File: src/rtl/sdcmd_pkg.sv
package sdcmd_pkg;
  localparam int FRAME_BITS = 48;
  localparam int LONG_BITS  = 136;
  localparam int RSP_WORDS  = 8;
  localparam logic [15:0] INIT_WORD = 16'h0080;
  localparam logic [2:0]  RT_NONE   = 3'd0;
  localparam logic [2:0]  RT_SHORT  = 3'd1;
  localparam logic [2:0]  RT_LONG   = 3'd2;

  typedef enum logic [1:0] {
    CL_BC = 2'd0, CL_BCR = 2'd1, CL_AC = 2'd2, CL_ADTC = 2'd3
  } cmd_class_e;

  typedef struct packed {
    logic expect_rsp;
    logic long_rsp;
    logic check_crc;
  } rsp_mode_t;

  // serial CRC7, generator x^7 + x^3 + 1, message MSB first
  function automatic logic [6:0] crc7_of40(input logic [39:0] msg);
    logic [6:0] c;
    logic fb;
    c = '0;
    for (int i = 39; i >= 0; i--) begin
      fb = msg[i] ^ c[6];
      c  = {c[5:0], 1'b0};
      if (fb) c = c ^ 7'h09;
    end
    return c;
  endfunction

  function automatic logic [FRAME_BITS-1:0] build_frame(input logic [5:0] op,
                                                         input logic [31:0] arg);
    logic [39:0] head;
    head = {2'b01, op, arg};
    return {head, crc7_of40(head), 1'b1};
  endfunction

  function automatic rsp_mode_t decode_mode(input logic [15:0] w);
    rsp_mode_t m;
    m.expect_rsp = (w[10:8] != RT_NONE) && (cmd_class_e'(w[13:12]) != CL_BC);
    m.long_rsp   = (w[10:8] == RT_LONG);
    m.check_crc  = (w[10:8] == RT_SHORT);
    return m;
  endfunction
endpackage

File: src/rtl/sdcmd_regs.sv
module sdcmd_regs
  import sdcmd_pkg::*;
#(
  parameter int TO_W = 16
) (
  input  logic            clk,
  input  logic            rst_n,
  input  logic            wr_en,
  input  logic [6:0]      addr,
  input  logic [15:0]     wdata,
  input  logic            busy,
  input  logic            rsp_load,
  input  logic            rsp_long,
  input  logic [127:0]    rsp_bits,
  output logic [15:0]     cmd_word,
  output logic [31:0]     arg,
  output logic [TO_W-1:0] cto,
  output logic            launch,
  output logic [15:0]     rdata
);
  localparam logic [6:0] A_CMD  = 7'h00;
  localparam logic [6:0] A_ARGL = 7'h04;
  localparam logic [6:0] A_ARGH = 7'h08;
  localparam logic [6:0] A_CTO  = 7'h18;

  logic [16*RSP_WORDS-1:0] rsp_flat;

  assign launch = wr_en && (addr == A_CMD) && !busy;

  always_ff @(posedge clk) begin
    if (!rst_n) begin
      cmd_word <= '0;
      arg      <= '0;
      cto      <= '0;
    end else begin
      if (launch) cmd_word <= wdata;
      if (wr_en && addr == A_ARGL) arg[15:0]  <= wdata;
      if (wr_en && addr == A_ARGH) arg[31:16] <= wdata;
      if (wr_en && addr == A_CTO)  cto        <= wdata[TO_W-1:0];
    end
  end

  for (genvar g = 0; g < RSP_WORDS; g++) begin : g_rsp
    localparam bit IN_SHORT = (g >= RSP_WORDS - 2);
    localparam int SOFF = IN_SHORT ? 16 * (g - (RSP_WORDS - 2)) + 8 : 0;
    logic [15:0] word_q;
    always_ff @(posedge clk) begin
      if (!rst_n) word_q <= '0;
      else if (rsp_load && rsp_long) word_q <= rsp_bits[16*g +: 16];
      else if (rsp_load && IN_SHORT) word_q <= rsp_bits[SOFF +: 16];
    end
    assign rsp_flat[16*g +: 16] = word_q;
  end

  always_comb begin
    rdata = '0;
    case (addr)
      A_CMD:   rdata = cmd_word;
      A_ARGL:  rdata = arg[15:0];
      A_ARGH:  rdata = arg[31:16];
      A_CTO:   rdata = 16'(cto);
      default: if (addr[6:5] == 2'b10 && addr[1:0] == 2'b00)
                 rdata = rsp_flat[{addr[4:2], 4'b0000} +: 16];
    endcase
  end
endmodule

File: src/rtl/sdcmd_tx.sv
module sdcmd_tx
  import sdcmd_pkg::*;
#(
  parameter int INIT_CLKS = 80
) (
  input  logic        clk,
  input  logic        rst_n,
  input  logic        launch,
  input  logic [15:0] cmd_wdata,
  input  logic [31:0] arg,
  output logic        cmd_out,
  output logic        cmd_oe,
  output logic        tx_last,
  output logic        tx_init
);
  localparam int MAXB = (INIT_CLKS > FRAME_BITS) ? INIT_CLKS : FRAME_BITS;
  localparam int CW   = $clog2(MAXB + 1);

  logic                  busy_q;
  logic [FRAME_BITS-1:0] sh_q;
  logic [CW-1:0]         cnt_q;
  logic                  is_init;

  assign is_init = (cmd_wdata == INIT_WORD);

  always_ff @(posedge clk) begin
    if (!rst_n) begin
      busy_q  <= 1'b0;
      sh_q    <= '1;
      cnt_q   <= '0;
      tx_init <= 1'b0;
    end else if (launch) begin
      busy_q  <= 1'b1;
      tx_init <= is_init;
      sh_q    <= is_init ? '1 : build_frame(cmd_wdata[5:0], arg);
      cnt_q   <= is_init ? CW'(INIT_CLKS - 1) : CW'(FRAME_BITS - 1);
    end else if (busy_q) begin
      sh_q <= {sh_q[FRAME_BITS-2:0], 1'b1};
      if (cnt_q == '0) busy_q <= 1'b0;
      else             cnt_q  <= cnt_q - 1'b1;
    end
  end

  assign tx_last = busy_q && (cnt_q == '0);
  assign cmd_oe  = busy_q;
  assign cmd_out = busy_q ? sh_q[FRAME_BITS-1] : 1'b1;
endmodule

File: src/rtl/sdcmd_rx.sv
module sdcmd_rx
  import sdcmd_pkg::*;
#(
  parameter int TO_W = 16
) (
  input  logic            clk,
  input  logic            rst_n,
  input  logic            start,
  input  logic            long_rsp,
  input  logic            check_crc,
  input  logic [TO_W-1:0] cto,
  input  logic            cmd_in,
  output logic            rx_busy,
  output logic            rx_wait,
  output logic            rx_done,
  output logic            rx_timeout,
  output logic            rx_crc_bad,
  output logic [127:0]    rx_bits
);
  typedef enum logic [1:0] {S_IDLE, S_WAIT, S_RECV} rx_state_e;

  rx_state_e            st_q;
  logic [TO_W-1:0]      wcnt_q;
  logic [7:0]           bcnt_q;
  logic [LONG_BITS-1:0] sh_q;
  logic                 long_q, chk_q;

  always_ff @(posedge clk) begin
    if (!rst_n) begin
      st_q <= S_IDLE; wcnt_q <= '0; bcnt_q <= '0; sh_q <= '0;
      long_q <= 1'b0; chk_q <= 1'b0; rx_done <= 1'b0; rx_timeout <= 1'b0;
    end else begin
      rx_done    <= 1'b0;
      rx_timeout <= 1'b0;
      case (st_q)
        S_IDLE: if (start) begin
          st_q   <= S_WAIT;
          wcnt_q <= '0;
          long_q <= long_rsp;
          chk_q  <= check_crc;
        end
        S_WAIT: begin
          if (!cmd_in) begin
            st_q   <= S_RECV;
            sh_q   <= {sh_q[LONG_BITS-2:0], 1'b0};
            bcnt_q <= long_q ? 8'(LONG_BITS - 1) : 8'(FRAME_BITS - 1);
          end else if (wcnt_q == cto) begin
            st_q       <= S_IDLE;
            rx_timeout <= 1'b1;
          end else begin
            wcnt_q <= wcnt_q + 1'b1;
          end
        end
        default: begin
          sh_q   <= {sh_q[LONG_BITS-2:0], cmd_in};
          bcnt_q <= bcnt_q - 1'b1;
          if (bcnt_q == 8'd1) begin
            st_q    <= S_IDLE;
            rx_done <= 1'b1;
          end
        end
      endcase
    end
  end

  assign rx_busy    = (st_q != S_IDLE);
  assign rx_wait    = (st_q == S_WAIT);
  assign rx_crc_bad = rx_done && chk_q && (crc7_of40(sh_q[47:8]) != sh_q[7:1]);
  assign rx_bits    = sh_q[127:0];
endmodule

File: src/rtl/sdcmd_front.sv
module sdcmd_front
  import sdcmd_pkg::*;
#(
  parameter int TO_W      = 16,
  parameter int INIT_CLKS = 80
) (
  input  logic        clk,
  input  logic        rst_n,
  input  logic        reg_wr,
  input  logic [6:0]  reg_addr,
  input  logic [15:0] reg_wdata,
  output logic [15:0] reg_rdata,
  output logic        cmd_out,
  output logic        cmd_oe,
  input  logic        cmd_in,
  output logic        eoc_pulse,
  output logic        cto_pulse,
  output logic        ccrc_pulse
);
  logic [15:0]     cmd_word;
  logic [31:0]     arg;
  logic [TO_W-1:0] cto;
  logic            launch, busy;
  logic            tx_last, tx_init;
  logic            rx_busy, rx_wait, rx_done, rx_timeout, rx_crc_bad, rx_start;
  logic [127:0]    rx_bits;
  rsp_mode_t       mode;

  assign mode     = decode_mode(cmd_word);
  assign busy     = cmd_oe || rx_busy;
  assign rx_start = tx_last && !tx_init && mode.expect_rsp;

  sdcmd_regs #(.TO_W(TO_W)) u_regs (
    .clk(clk), .rst_n(rst_n), .wr_en(reg_wr), .addr(reg_addr), .wdata(reg_wdata),
    .busy(busy), .rsp_load(rx_done), .rsp_long(mode.long_rsp), .rsp_bits(rx_bits),
    .cmd_word(cmd_word), .arg(arg), .cto(cto), .launch(launch), .rdata(reg_rdata)
  );

  sdcmd_tx #(.INIT_CLKS(INIT_CLKS)) u_tx (
    .clk(clk), .rst_n(rst_n), .launch(launch), .cmd_wdata(reg_wdata), .arg(arg),
    .cmd_out(cmd_out), .cmd_oe(cmd_oe), .tx_last(tx_last), .tx_init(tx_init)
  );

  sdcmd_rx #(.TO_W(TO_W)) u_rx (
    .clk(clk), .rst_n(rst_n), .start(rx_start), .long_rsp(mode.long_rsp),
    .check_crc(mode.check_crc), .cto(cto), .cmd_in(cmd_in), .rx_busy(rx_busy),
    .rx_wait(rx_wait), .rx_done(rx_done), .rx_timeout(rx_timeout),
    .rx_crc_bad(rx_crc_bad), .rx_bits(rx_bits)
  );

  assign eoc_pulse  = (tx_last && (tx_init || !mode.expect_rsp)) || (rx_done && !rx_crc_bad);
  assign cto_pulse  = rx_timeout;
  assign ccrc_pulse = rx_crc_bad;
endmodule

File: config.mk
export PLATFORM = sky130hd
export DESIGN_NAME = sdcmd_front
export DESIGN_NICKNAME = d
export VERILOG_FILES = /design/src/rtl/sdcmd_pkg.sv /design/src/rtl/sdcmd_regs.sv /design/src/rtl/sdcmd_tx.sv /design/src/rtl/sdcmd_rx.sv /design/src/rtl/sdcmd_front.sv
export SDC_FILE = /design/constraint.sdc
export NUM_CORES = 1
export LEC_CHECK = 0
export BUFFER_PORTS_ARGS = -buffer_cell sky130_fd_sc_hd__clkbuf_2
export CORE_MARGIN = 2
export CORE_UTILIZATION = 65
export DETAILED_ROUTE_END_ITERATION = 7
export GPL_ROUTABILITY_DRIVEN = 0
export GPL_TIMING_DRIVEN = 1
export PLACE_DENSITY = 0.82
export SKIP_LAST_GASP = 1
export SYNTH_ARGS = -nofsm -noshare
export SYNTH_HDL_FRONTEND = slang
export SYNTH_SLANG_ARGS = --single-unit
File: constraint.sdc
create_clock -name clk -period 6.7 [get_ports clk]
set_input_delay 2.01 -clock clk [delete_from_list [all_inputs] [get_ports clk]]
set_output_delay 2.01 -clock clk [all_outputs]
set_load 0.02 [all_outputs]
### Yosys cells after proc, flatten, opt, wreduce, memory -nomap -nowiden

Cells that the tools add are included.

| operators by class | value |
|---|---|
| shift operators | 1 |
| muxes and demuxes | 187 |
| equal/unequal tests | 17 |
| reductions and logical operators | 40 |
| add/subtract/negate cells | 3 |
| bitwise operators | 156 |

Operators with widths:

| operator | number |
|---|---|
| 2-to-1 mux 7 bit | 80 |
| 2-to-1 mux 4 bit | 78 |
| case mux 128 bit (2 select lines) | 1 |
| inverter 2 bit | 77 |
| 2-to-1 mux 48 bit | 3 |
| 2-to-1 mux 128 bit | 1 |
| 2-to-1 mux 16 bit | 8 |
| indexed part select 128 x 8 -> 16 bit | 1 |
| XOR 1 bit | 74 |
| case mux 16 bit (4 select lines) | 1 |
| case mux 16 bit (2 select lines) | 1 |
| adder 16 x 1 -> 16 bit (second input constant) | 1 |
| == test 16 bit | 1 |
| == test 16 x 8 -> 1 bit (second input constant) | 1 |
| 2-to-1 mux 8 bit | 2 |
| case mux 8 bit (2 select lines) | 1 |
| logical AND 1 bit | 15 |
| logical NOT 7 bit | 2 |
| inequality test 2 bit (second input constant) | 5 |
| nonzero test 2 bit | 5 |
| == test 8 x 1 -> 1 bit (second input constant) | 1 |
| 2-to-1 mux 2 bit | 4 |
| subtractor 8 x 1 -> 8 bit (second input constant) | 1 |
| == test 7 x 3 -> 1 bit (second input constant) | 1 |
| 21 further kinds | 39 |

| storage, ports and cells | value |
|---|---|
| input port bits | 27 |
| bits in registers | 407 |
| logic and storage cells | 428 |

### Longest topological paths before layout

Gate-level depths: netlist (run 1).

| depth | value |
|---|---|
| depth in word-level cells | 158 |
| gate-level depth with buffers | 12 |

### Hierarchy

A second synthesis (run 1) with hierarchy kept.

| unflattened totals | value |
|---|---|
| cell total of the unflattened synthesis | 2118 |
| area total of the unflattened synthesis | 19032.0 um^2 |

By module, submodules not included:

| module | seq. area each (um^2) | times used | area each (um^2) | cells each |
|---|---|---|---|---|
| sdcmd_regs | 3843.7 | 1 | 8969.9 | 946 |
| sdcmd_rx | 3163.0 | 1 | 6776.5 | 815 |
| sdcmd_tx | 1121.1 | 1 | 3216.8 | 348 |
| sdcmd_front | 0.0 | 1 | 68.8 | 9 |

### Worst setup path before layout (run 1)

No wires, ideal clock.

| timing | value |
|---|---|
| path type | input port to output port |
| from | input reg_addr[5] |
| to | output reg_rdata[8] |
| setup slack | 0.742 ns |
| data arrival time | 3.948 ns |
| stages on the path | 7 |
| buffers on the path | 2 |
| path through | or4_1 -> or3b_2 -> clkbuf_1 -> nor2_1 -> clkbuf_1 -> a22oi_1 -> o211ai_1 |

| on the way | value |
|---|---|
| cells in the longest elaborated chain, start to end | 4 |

Ends and longest elaborated chain:

| element | line | source |
|---|---|---|
| from (decl) | sdcmd_front.sv:10 | `input logic [6:0] reg_addr,` |
| == test 2 bit | sdcmd_regs.sv:62 | `default: if (addr[6:5] == 2'b10 && addr[1:0] == 2'b00)` |
| logical AND 1 bit | sdcmd_regs.sv:62 |  |
| 2-to-1 mux 16 bit | sdcmd_regs.sv:62 |  |
| case mux 16 bit (4 select lines) (*) | sdcmd_regs.sv:57 | `case (addr)` |
| to (decl) | sdcmd_front.sv:12 | `output logic [15:0] reg_rdata,` |

Every way passes the cells marked *; elsewhere a longest branch is shown, timed or not.

### Worst setup path in the final report (run 1)

| timing | value |
|---|---|
| from | input reg_addr[5] |
| to | output reg_rdata[10] |

The elaborated chain is that of the path after synthesis.

==> run metrics, run 1 <==
drt pass-1 iters 5; CTS tree done; PostCTS Resize Cnt 0; clock power share between 40% and 50%; Cell Area, Synth about 18000 um2; Max Freq between 150 and 200 MHz; Clock Sinks 406; CTS Buf Count between 40 and 50; CP max FO 9; clock slew at reported path FFs 60 ps; PwrDens approximately 250 nW/um2; Vias/cell between 6 and 7; Mapped Nets ~2300; Mean Syn Cell Area between 8 and 9 um2; Least-Margin Pin Slew between 1000 and 1500 ps; input/output buffers between 40 and 50; path depth of the worst reg2reg path 10; status complete, no violations; Post-synth ARST share 0%; # Post-CTS Setup Buffers 0; Die H between 150 and 200 um; antenna violations before repair 0; core outline area roughly 28000 um2; Setup crit end kind output port; VDD IR max about 160 uV; Final ANT Viol Nets 0; commonest cells after routing, fill and taps aside nand2_1 (693), dfxtp_1 (404), a21oi_1 (347); MaxCap Viol Count 0; DRC 0; Sw Pwr approximately 1.1 mW; RSZ-0062 raised after global routing false; layout cells sized above 1 roughly 8.6%; WP data required around 4700 ps; Final Setup Violations 0; Switching Share a little over a fifth; Synth cell types 54; Multi-input gate area ~9600 um2; # IOs 48; fin nets ~2200; DR vias 15937; Worst-Skew Late Latency roughly 540 ps; ys flop type dfxtp_1; Tot GR Track Use 33.9%; global-route wire length before repair about 79000 um; Logic pwr share 4.7%; Relative slew margins 18.1%; CP Class input pin to output port; hold depth 2; hold_buf cts 0; Final Core Density 72.4%; clk_skew 18.5 ps; Final Max Tran Viols 0; CTS max path bufs 3; Die X 172 um; largest net degree at the start of global routing around 130; DPL Wire Length between 30000 and 40000 um; Starting Density ~66%; commonest non-fill, non-tap cell in the layout nand2_1; final wirelength 50300 um; Startpoint Class input pin; Syn Inst Count around 2200; final-report hold violation count 0; WL/cell 19.5 um; P_leak 7.11 nW; P_int approximately 4 mW; grt ovf 0; crit path time final between 6000 and 7000 ps; Seq/Total Area, Yosys 44.1%; Worst Path Arrival 4250 ps; Reg power frac between 40% and 50%; diode count 0; TNS Setup 0 ps; vias in the first global route 14895; Yosys reg bits 406; Hold Path Class flop to flop; initial drt markers 1903; number of synthesized flops with an enable pin 0; die area just under 30000 um2; Fillers approximately 2100; row cnt 61; register area just over 8000 um2; Final Cycle Share a little over 90%; root buf cell clkbuf_16; P&R area growth vs syn 9.42%; Yosys warning total 0; post-placement cell area 18700 um2; CTS H-tree depth 2; Finished Cell Area slightly above 20000 um2
[power groups by stage]
stage                     Clock (mW)  Combinational [mW]  Sequential, mW
after global routing            2.59               0.260            2.42
after CTS                       2.48               0.240            2.42
final                           2.47               0.241            2.42
after floorplan                    0               0.189            2.47
after global placement             0               0.234            2.47
after detailed placement           0               0.238            2.47
[flip-flops by register name, summed over array words and instances (netlist names)]
name	cells
u_tx.cmd_oe	1
u_rx.sh_q	128
u_rx.rx_timeout	1
u_rx.wcnt_q	16
u_tx.tx_init	1
u_rx.st_q	2
u_regs.cmd_word	16
u_rx.rx_done	1
u_rx.chk_q	1
u_tx.cnt_q	7
u_regs.cto	16
u_regs.arg	32
u_rx.bcnt_q	8
u_rx.long_q	1
u_regs.g_rsp.word_q	128
u_tx.sh_q	47
[layout make-up]
class	instances	area share [%]
multi-input combinational	1646	47.6
inverter	12	0.261
tap	378	2.35
clock inverter	14	1.12
timing repair buffer	69	2.17
clock buffer	61	6.17
sequential	406	40.3
[per-layer routing]
layer	routed length, um	part of all wire, %	track usage [%]
met1	19700	39	42.9
met2	24000	48	56.8
met3	4250	8.4	5.91
met4	2330	4.6	15.4
met5	0	0	0
[final timing paths]
path | slack (ps) | startpoint | to
hold reg to reg | 460 | u_regs.g_rsp[4].word_q[0]$_SDFFE_PN0P_ | u_regs.g_rsp[4].word_q[0]$_SDFFE_PN0P_
hold / removal | 460 | u_regs.g_rsp[4].word_q[0]$_SDFFE_PN0P_ | u_regs.g_rsp[4].word_q[0]$_SDFFE_PN0P_
setup reg to reg | 3240 | u_tx.cnt_q[0]$_SDFFE_PN0P_ | u_rx.wcnt_q[7]$_SDFFE_PN0P_
setup / recovery | 440 | reg_addr[5] | reg_rdata[10]
[logic make-up (layout without fill, tap and decap cells)]
kind of cell	Yosys count	in the layout	synth area share (%)
buf+inv	197	156	4.03
simple gates	916	916	20.2
mux	76	76	6.31
xor+xnor	157	157	9.97
flops	406	406	44.1
compound gates	493	493	15.1
fa+ha+maj	4	4	0.272
[synth_stat cells (26+ instances only)]
cell type	count	share of area, %
nand2_1	694	14
dfxtp_1	406	44
a21oi_1	347	9.4
clkbuf_1	169	3.4
xnor2_1	101	4.8
nor2_1	98	2.0
mux2i_1	43	2.3
o211ai_1	41	1.7
a211oi_1	40	1.6
nand3_1	39	1.1
mux4_2	32	3.9
xnor3_1	26	3.2
[critical path, cell delays in order]
cell and delay [ps]:
clkbuf_2 90, or4_1 540, or3b_2 570, nor2_1 340, buf_4 260, a22oi_1 100, nand3_1 140, clkbuf_2 190
[metrics by stage]
stage / cells / hold WS (ps) / setup slack (ps) / power (mW)
6_report: 2586 / 458 / 440 / 5.13
2_1_floorplan: 2249 / 432 / 742 / 2.66
4_1_cts: 2586 / 458 / 503 / 5.14
5_1_grt: 2586 / 472 / 361 / 5.27
3_5_place_dp: 2511 / 446 / 530 / 2.71
3_3_place_gp: 2511 / 438 / 593 / 2.71
Power figures use the tool's default switching activity.
==> run 2, diff against run 1 <==
--- a/config.mk
+++ b/config.mk
@@ -7,11 +7,12 @@
 export LEC_CHECK = 0
 export BUFFER_PORTS_ARGS = -buffer_cell sky130_fd_sc_hd__clkbuf_2
 export CORE_MARGIN = 2
-export CORE_UTILIZATION = 65
+export CORE_UTILIZATION = 60
+export CTS_CLUSTER_DIAMETER = 30
 export DETAILED_ROUTE_END_ITERATION = 7
 export GPL_ROUTABILITY_DRIVEN = 0
 export GPL_TIMING_DRIVEN = 1
-export PLACE_DENSITY = 0.82
+export PLACE_DENSITY = 0.77
 export SKIP_LAST_GASP = 1
 export SYNTH_ARGS = -nofsm -noshare
 export SYNTH_HDL_FRONTEND = slang
==> run metrics, run 2 (synthesis results as in run 1) <==
global-route wire length before repair roughly 81000 um; DPL Wire Length roughly 33000 um; Starting Density 60.6%; DRC 0; VDD IR max about 210 uV; worst reg-to-reg setup slack about 3200 ps; Worst path slowest cell or4_1; crit path time final a little over 6000 ps; clock slew at reported path FFs approximately 50 ps; Hold Crit Start u_regs.cmd_word[0]$_SDFFE_PN0P_; Setup crit end kind output port; die area approximately 32000 um2; Worst Path Arrival roughly 4200 ps; initial drt markers 1571; clk_skew 21.1 ps; fin nets between 2000 and 2500; # Post-CTS Setup Buffers 0; # IOs 48; Startpoint Class input pin; input/output buffers 47; Die H around 180 um; layout cells sized above 1 between 10% and 20%; Hold Path Class flop to flop; commonest cells after routing, fill and taps aside nand2_1 (693), dfxtp_1 (404), a21oi_1 (347); row cnt 64; Tot GR Track Use between 30% and 40%; CTS max path bufs 3; CP max FO 17; Final ANT Viol Nets 0; root buf cell clkbuf_16; P&R area growth vs syn 16.0%; grt ovf 0; cell mode on critical path clkbuf_2; final wirelength 51800 um; Max Freq 161 MHz; register area slightly above 8000 um2; WL/cell 19.4 um; antenna violations before repair 0; worst flop-to-flop path endpoint u_rx.wcnt_q[7]$_SDFFE_PN0P_; Top Registers u_regs.g_rsp.word_q: 128 flops, u_rx.sh_q: 128 flops, u_tx.sh_q: 47 flops; vias in the first global route 15265; diode count 0; CP Class input pin to output port; TNS Setup 0 ps; Final Cycle Share between 90% and 100%; RSZ-0062 raised after global routing false; drt pass-1 iters 6; PostCTS Resize Cnt 0; MaxCap Viol Count 0; Crit path largest cell delay 530 ps; P_leak ~7.7 nW; CTS Buf Count 75; status complete, no violations; path depth of the worst reg2reg path 10; PwrDens between 300 and 400 nW/um2; commonest non-fill, non-tap cell in the layout nand2_1; DR vias 16203; Final Max Tran Viols 0; largest net degree at the start of global routing ~150; Multi-input gate area approximately 9600 um2; Least-Margin Pin Slew approximately 1100 ps; Relative slew margins between 20% and 30%; hold depth 2; r2r startpoint u_tx.cnt_q[0]$_SDFFE_PN0P_; worst hold margin between 400 and 500 ps; Fillers between 2000 and 2500; Clock Sinks 406; Final Setup Violations 0; WHS Endpoint u_regs.cmd_word[0]$_SDFFE_PN0P_; CTS H-tree depth 3; Die X about 180 um; worst-path cell chain clkbuf_2 -> or4_1 -> or3_1 -> nor2_2 -> buf_12 -> a22oi_1 -> nand3_1 -> clkbuf_2; Vias/cell roughly 6.1; WP data required around 4700 ps; Worst-Skew Late Latency 580 ps; hold_buf cts 0; core outline area between 30000 and 40000 um2; final-report hold violation count 0; CTS tree done
run 2: cell types whose count changed in the layout (fill, tap and decap cells not counted), moves of 3 or more:
| cell | change |
|---|---|
| clkinv_2 | +4 |
| inv_6 | +10 |
| clkinvlp_4 | +12 |
| clkbuf_16 | +34 |
| buf_4 | +3 |
| clkbuf_1 | -4 |
| clkinv_4 | +6 |
run 2: worst max path at each step:
stage	startpoint	endpoint	slack [ps]	depth (start not counted)
6_report	reg_addr[5]	reg_rdata[15]	500	8
5_1_grt	reg_addr[5]	reg_rdata[3]	460	8
4_1_cts	reg_addr[5]	reg_rdata[15]	560	8
3_5_place_dp	reg_addr[5]	reg_rdata[15]	570	8
3_3_place_gp	reg_addr[5]	reg_rdata[15]	610	8
2_1_floorplan	reg_addr[5]	reg_rdata[8]	740	7
run 2: report_power, final:
group	total (mW)	internal, mW	switching (mW)
combinational	0.243	0.103	0.141
sequential	2.42	2.42	0.00246
clock	3.86	2.54	1.33
total	6.53	5.06	1.47
run 2: through the flow:
step	power, mW	std cells	utilization [%]	area, um2	setup WS [ps]
floorplan	2.66	2249	-	18400	742
global placement	2.71	2532	61.6	18700	612
detailed placement	2.71	2532	61.6	18700	572
CTS	6.55	2672	70.2	21400	556
global route	6.68	2672	70.2	21400	457
finish	6.53	2672	70.2	21400	500
run 2: critical path, delay by kind of cell:
family | cells | cell delay (ps)
and+or+nand+nor | 4 | 1570
buffers and inverters | 3 | 490
AOI/OAI and AO/OA | 1 | 110
run 2: per-layer routing:
metal  GRT usage, %  routed length (um)  vias up  part of all wire (%)
met2           52.6               24600      713                    47
met1           41.1               20700     7761                    40
met3           5.49                4090      182                   7.9
met4           16.0                2480        0                   4.8
met5              0                   0        -                     0
li1               -                   -     7547                     -
run 2: final cells by class:
cell class,instances,share of cell area [%]
inverter,12,0.246
tap,396,2.32
clock inverter,50,2.66
sequential,406,38.0
clock buffer,90,9.67
timing repair buffer,72,2.15
multi-input combinational,1646,44.9
